--- config.mk ---
export PLATFORM = sky130hd
export DESIGN_NAME = strobe_rebuild_top
export DESIGN_NICKNAME = d
export VERILOG_FILES = /design/src/rtl/strobe_rebuild_pkg.sv /design/src/rtl/strobe_gen.sv /design/src/rtl/ien_reg.sv /design/src/rtl/irq_merge.sv /design/src/rtl/strobe_rebuild_top.sv
export SDC_FILE = /design/constraint.sdc
export NUM_CORES = 1
export LEC_CHECK = 0
export BUFFER_PORTS_ARGS = -buffer_cell sky130_fd_sc_hd__buf_2
export CAP_MARGIN = 5
export CORE_AREA = 8 8 45 47
export DETAILED_ROUTE_END_ITERATION = 8
export DIE_AREA = 0 0 53 55
export PLACE_DENSITY = 0.65
export SKIP_LAST_GASP = 1
export SLEW_MARGIN = 20
export SYNTH_ARGS = -nofsm -noshare
export SYNTH_HDL_FRONTEND = slang
export SYNTH_SLANG_ARGS = --single-unit
--- constraint.sdc ---
create_clock -name clk -period 1.2 [get_ports clk]
set_input_delay 0.06 -clock clk [delete_from_list [all_inputs] [get_ports clk]]
set_output_delay 0.06 -clock clk [all_outputs]
set_load 0.05 [all_outputs]
--- src/rtl/strobe_rebuild_pkg.sv ---
// Package: shared constants for the strobe rebuilder and its enable register.
// Assumes an 8-bit decoded address and four interrupt inputs by default.
package strobe_rebuild_pkg;
    localparam int unsigned ADDR_W   = 8;
    localparam int unsigned DATA_W   = 8;
    localparam int unsigned NIRQ     = 4;
    localparam logic [ADDR_W-1:0] IEN_ADDR = 8'hBB;
    localparam logic [NIRQ-1:0]   IEN_RST  = 4'b0001;
endpackage

--- src/rtl/strobe_gen.sv ---
// Module: strobe_gen
// Builds memory and I/O request strobes from the level select line gated by
// the combined read/write activity. Purely combinational; assumes io_sel is
// stable whenever a strobe is low.
module strobe_gen (
    input  logic clk,
    input  logic rst_n,
    input  logic io_sel,
    input  logic rd_n,
    input  logic wr_n,
    output logic mem_req_n,
    output logic io_req_n
);
    logic access;

    // Combine the two strobes and gate the select line with the result
    always_comb begin
        access    = rst_n & (~rd_n | ~wr_n);
        io_req_n  = ~(access & io_sel);
        mem_req_n = ~(access & ~io_sel);
    end


    req_excl_chk: assert property (@(posedge clk) !(!mem_req_n && !io_req_n));

    req_idle_chk: assert property (@(posedge clk) (!rst_n || (rd_n && wr_n)) |-> (mem_req_n && io_req_n));

    io_req_src_chk: assert property (@(posedge clk) disable iff (!rst_n) !io_req_n |-> io_sel);

    mem_req_src_chk: assert property (@(posedge clk) disable iff (!rst_n) !mem_req_n |-> !io_sel);
endmodule

--- src/rtl/ien_reg.sv ---
// Module: ien_reg
// Write-only interrupt-enable register decoded on the low address byte.
// Captures the target match and data while the write strobe is low, and
// commits at the first edge that sees the strobe high again.
// Assumes address and data are stable at the last low-sampled edge.
module ien_reg #(
    parameter int unsigned ADDR_W = 8,
    parameter int unsigned DATA_W = 8,
    parameter int unsigned NIRQ   = 4,
    parameter logic [ADDR_W-1:0] REG_ADDR = 8'hBB,
    parameter logic [NIRQ-1:0]   RST_VAL  = 4'b0001
) (
    input  logic              clk,
    input  logic              rst_n,
    input  logic              io_sel,
    input  logic              wr_n,
    input  logic [ADDR_W-1:0] addr_lo,
    input  logic [DATA_W-1:0] data_in,
    output logic [NIRQ-1:0]   ien_q
);
    logic            hit_q;
    logic [NIRQ-1:0] cap_q;

    // Capture decode and data while the write strobe is low
    always_ff @(posedge clk) begin
        if (!rst_n) begin
            hit_q <= 1'b0;
            cap_q <= '0;
        end else if (!wr_n) begin
            hit_q <= io_sel && (addr_lo == REG_ADDR);
            cap_q <= data_in[NIRQ-1:0];
        end else begin
            hit_q <= 1'b0;
        end
    end

    // Commit the captured value on the strobe's return high
    always_ff @(posedge clk) begin
        if (!rst_n)
            ien_q <= RST_VAL;
        else if (hit_q && wr_n)
            ien_q <= cap_q;
    end


    ien_rst_chk: assert property (@(posedge clk) !rst_n |=> (ien_q == RST_VAL));

    ien_hold_chk: assert property (@(posedge clk) disable iff (!rst_n) $past(wr_n) |=> $stable(ien_q));
endmodule

--- src/rtl/irq_merge.sv ---
// Module: irq_merge
// Masks each interrupt input with its enable bit and ORs the results.
// Assumes inputs are already synchronous to clk.
module irq_merge #(
    parameter int unsigned NIRQ = 4
) (
    input  logic            clk,
    input  logic            rst_n,
    input  logic [NIRQ-1:0] irq_in,
    input  logic [NIRQ-1:0] ien,
    output logic            irq_out
);
    logic [NIRQ-1:0] masked;

    // Per-input gating
    for (genvar i = 0; i < NIRQ; i++) begin : g_mask
        assign masked[i] = irq_in[i] & ien[i];
    end

    // Reduce to one request line
    always_comb irq_out = |masked;


    irq_src_chk: assert property (@(posedge clk) disable iff (!rst_n) irq_out |-> ((irq_in & ien) != '0));

    irq_quiet_chk: assert property (@(posedge clk) disable iff (!rst_n) (irq_in == '0) |-> !irq_out);
endmodule

--- src/rtl/strobe_rebuild_top.sv ---
// Module: strobe_rebuild_top
// Rebuilds memory/I/O request strobes for a processor with a level select
// line and hosts the write-only interrupt-enable register with its merge.
// Assumes synchronous active-low reset and inputs synchronous to clk.
module strobe_rebuild_top
    import strobe_rebuild_pkg::*;
(
    input  logic              clk,
    input  logic              rst_n,
    input  logic              io_sel,
    input  logic              rd_n,
    input  logic              wr_n,
    input  logic [ADDR_W-1:0] addr_lo,
    input  logic [DATA_W-1:0] data_in,
    input  logic [NIRQ-1:0]   irq_in,
    output logic              mem_req_n,
    output logic              io_req_n,
    output logic [NIRQ-1:0]   ien_q,
    output logic              irq_out
);
    // Strobe rebuild
    strobe_gen u_strobe (
        .clk(clk), .rst_n(rst_n), .io_sel(io_sel), .rd_n(rd_n), .wr_n(wr_n),
        .mem_req_n(mem_req_n), .io_req_n(io_req_n)
    );

    // Enable register
    ien_reg #(
        .ADDR_W(ADDR_W), .DATA_W(DATA_W), .NIRQ(NIRQ),
        .REG_ADDR(IEN_ADDR), .RST_VAL(IEN_RST)
    ) u_ien (
        .clk(clk), .rst_n(rst_n), .io_sel(io_sel), .wr_n(wr_n),
        .addr_lo(addr_lo), .data_in(data_in), .ien_q(ien_q)
    );

    // Interrupt merge
    irq_merge #(.NIRQ(NIRQ)) u_irq (
        .clk(clk), .rst_n(rst_n), .irq_in(irq_in), .ien(ien_q), .irq_out(irq_out)
    );
endmodule

Word level (Yosys, flattened, before mapping)

Index checks and enable logic that the tools add are counted.

Register bits: 9
Output and inout port bits: 7
Input bits: 25

Reduce and logical (&&, ||, !) cells: 4
Equal/unequal tests: 1
Bitwise logic cells: 14

Operators by type and width:

| cell                                 | count |
|---|---|
| == test 8 bit, second input constant | 1 |
| AND 1 bit                            | 7 |
| NOT 1 bit                            | 6 |
| OR reduction 4 bit                   | 1 |
| logical AND 1 bit                    | 2 |
| OR reduction 2 bit                   | 1 |
| bitwise OR 1 bit                     | 1 |

Logic depth before layout (Yosys ltp)

Word-level depth: 5
Depth in mapped cells: 3

Cells and area by module

A second synthesis with hierarchy kept.

Cells, all modules: 40
Area total of the unflattened synthesis: 409.1 um2

Modules (own cells, without submodules):

| module     | times used | cells an instance | area an instance (um2) | seq. area each (um2) |
|---|---|---|---|---|
| ien_reg    | 1          | 34                | 374.1                  | 180.2 |
| irq_merge  | 1          | 3                 | 18.8                   | 0.0 |
| strobe_gen | 1          | 3                 | 16.3                   | 0.0 |

Worst setup path after synthesis

No wires, ideal clock.

Kind: register to output
Start point: register u_ien.ien_q[1]
End point: output irq_out
Data required time: 1.140 ns
Arrival time: 1.160 ns
Stages on the path, launching flop included: 3
Setup slack: -0.020 ns
Path through: dfxtp_1 -> a22oi_1 -> nand2_1

Word-level cells in the longest chain between the ends: 2

RTL lines:

| what                   | RTL line                 | source |
|---|---|---|
| start, declared        | ien_reg.sv:19            | `output logic [NIRQ-1:0] ien_q` |
| start signal, assigned | ien_reg.sv:42            | `ien_q <= cap_q;` |
| AND 1 bit              | irq_merge.sv:17          | `assign masked[i] = irq_in[i] & ien[i];` |
| OR reduction 4 bit     | irq_merge.sv:21          | `always_comb irq_out = \|masked;` |
| end, declared          | strobe_rebuild_top.sv:19 | `output logic irq_out` |

No other way between the ends.

Worst setup path in the final report

Start point: register u_ien.ien_q[0]
End point: output irq_out

Same word-level chain as after synthesis.

==> flow_metrics.tcl <==
set metrics [dict create \
    cts_resized 0 \
    place_area_sq_um 550.5 \
    antenna_cells 0 \
    share_comb_of_total_power_pct 14.9 \
    fillCellCount 157 \
    drive_above_1_share_pct 47.89 \
    hold_viol_final 0 \
    multi_input_area_sq_um 211.5 \
    stdcell_area_sq_um 586.8 \
    syn-num-nets 66 \
    yosys.cell_types.count 17 \
    gr-total-overflow 0 \
    hold_buffers 1 \
    maxCapViolations 0 \
    crit_arrival_ns 1.05 \
    ys_seq_elements 9 \
    worst_setup_path_start_kind "register" \
    ys_seq_area_share_pct 43.77 \
    cts_root_buf "clkbuf_4" \
    vdd_drop_max_mv 0.5147 \
    grt_max_degree 15 \
    syn_area_per_cell_sq_um 10.04 \
    synth.largest_area_cell "dfxtp_1" \
    max_clock_freq_mhz 902.9 \
    swShare_pct 25.40 \
    chipHeight_um 55 \
    grt_antenna_before_repair 0 \
    worst_hold_path_type "in2reg" \
    wl_um 1189 \
    grt_pass1_vias 395 \
    numCtsBuffers 3 \
    critical_path_class "reg2out" \
    syn_area_sq_um 411.6 \
    ant_nets 0 \
    initial_utilization_pct 29.75 \
    cp_max_fo 3 \
    netlist_top_cells_area "dfxtp_1, mux2i_1, a21bo_1" \
    gp_congestion 0.6545 \
    rows 14 \
    status "completed" \
    power_density_nw_per_um2 1090 \
    p_sw_mw 0.1624 \
    viasPerCell 4.563 \
    clockBufferDepth 2 \
    seqPwrFrac_pct 48.6 \
    wl_met3_um 105 \
    dr.pass1.iters 4 \
    avgRoutedWirePerCell_um 13.67 \
    clk_latency_ns 0.26 \
    setup_viol 0 \
    power_leakage_nw 0.2727 \
    m1WireLength_um 462 \
    finalNetCount 97 \
    cts.sinks 9 \
    htreeDepth 1 \
    drc 0 \
    ff2ff_setup_slack_ns 0.19 \
    synthCells 41 \
    seq_area_sq_um 180.2 \
    p_int_mw 0.4770 \
    slew_headroom_pct 80.00 \
    period_share_pct 92.29 \
    dieArea_sq_um 2915 \
    cp-end-kind "output port" \
    rsz0062_at_grt "false" \
    route.vias.total 397 \
    cts_setup_buffers 0 \
    cts_tree "done" \
    clkPwrFrac_pct 36.5 \
    maxSlewViolCount 0 \
    drt_iter0_drc 5 \
    clk_pin_slew_ns 0.06 \
    synth_top_area_share_pct 43.77 \
    ys_warn_count 0 \
    die_w_um 53 \
    port_buffers 27 \
    grtUsageTotal_pct 8.101 \
    area_delta_synth_final_pct 42.55 \
    setup_tns_ns 0 \
    coreArea_sq_um 1384 \
    grt_pass1_wl_um 1711 \
    period_needed_ns 1.108 \
    top_layer "met4" \
    wl_met2_um 602 \
    ios 32 \
    required_ns 1.14 \
    skew_ns 0.001324 \
    tightest_slew_ns 0.2996 \
    hpwl_um 891.9 \
]
sequential cells by signal, summed over array words and instances, names as in the netlist:
register / cells
u_ien.cap_q: 4
u_ien.ien_q: 4
u_ien.hit_q: 1
synth_stat cells:
master / instances
dfxtp_1: 9
mux2i_1: 4
nand3_1: 4
nor2_1: 4
a21bo_1: 3
nand2_1: 3
a21oi_1: 2
a22oi_1: 2
nand4b_1: 2
a21boi_2: 1
a21oi_2: 1
a311o_1: 1
buf_4: 1
buf_6: 1
inv_1: 1
nand3b_1: 1
nor4_2: 1
per-stage QoR:
step / util [%] / power [mW] / setup WS (ns) / cells / hold WS (ns)
after global routing: 42.41 / 0.6767 / 0.02420 / 87 / 0.04390
after detailed placement: 39.78 / 0.4104 / 0.2066 / 82 / 0.2482
final: 42.41 / 0.6395 / 0.09246 / 87 / 0.03000
after global placement: 39.78 / 0.4074 / 0.2310 / 82 / 0.2327
after CTS: 42.41 / 0.6467 / 0.08228 / 87 / 0.02821
after floorplan: - / 0.3675 / 0.08200 / 41 / 0.1303
cell type report:
cell class | count | area share, %
tap | 16 | 3.412
sequential | 9 | 30.70
inverter | 1 | 0.6397
timing repair buffer | 28 | 24.73
multi-input combinational | 29 | 36.03
clock buffer | 4 | 4.478
logic make-up (layout without fill, tap and decap cells):
logic type / count (synthesis) / after routing / share of synthesized area [%]
flip-flops: 9 / 9 / 43.77
buffers and inverters: 3 / 33 / 5.471
AO/OA/AOI/OAI: 10 / 10 / 20.67
multiplexers: 4 / 4 / 9.727
AND/OR/NAND/NOR: 15 / 15 / 20.36
power groups by stage:
stage	sequential (mW)	clock [mW]	combinational (mW)
2_1_floorplan	0.316	0	0.0512
5_1_grt	0.312	0.260	0.105
4_1_cts	0.311	0.240	0.0962
3_5_place_dp	0.318	0	0.0928
6_report	0.311	0.233	0.0954
3_3_place_gp	0.317	0	0.0901
path summary, 6_finish.rpt:
check	cells after the start	to	startpoint
worst min register to register	2	u_ien.ien_q[3]	u_ien.cap_q[3]
worst max-delay path	3	irq_out	u_ien.ien_q[0]
worst max register to register	2	u_ien.ien_q[0]	u_ien.hit_q
worst min-delay path	3	u_ien.cap_q[0]	data_in[0]
metal layers:
metal | track usage [%] | vias up
met5 | 0 | -
met4 | 5.172 | 0
met3 | 3.209 | 3
met2 | 12.70 | 15
met1 | 9.008 | 168
li1 | - | 211
cell usage in the layout (no fill, tap or decap):
master          n
nor2_1          4
nand2_2         1
nand2_1         2
a21bo_1         3
clkbuf_1        1
clkbuf_4        3
mux2i_1         4
nand4b_1        2
a21oi_1         2
buf_2          27
a22oi_1         2
nand3_1         4
a21boi_2        1
dfxtp_1         9
nor4_2          1
dlygate4sd3_1   1
inv_1           1
a311o_1         1
nand3b_1        1
a21oi_2         1
worst max-delay path, cell delays in order, from the launching register on:
cell and delay, ns:
dfxtp_1 0.33, a22oi_1 0.20, nand2_2 0.05, buf_2 0.21
Power figures use the tool's default switching activity.
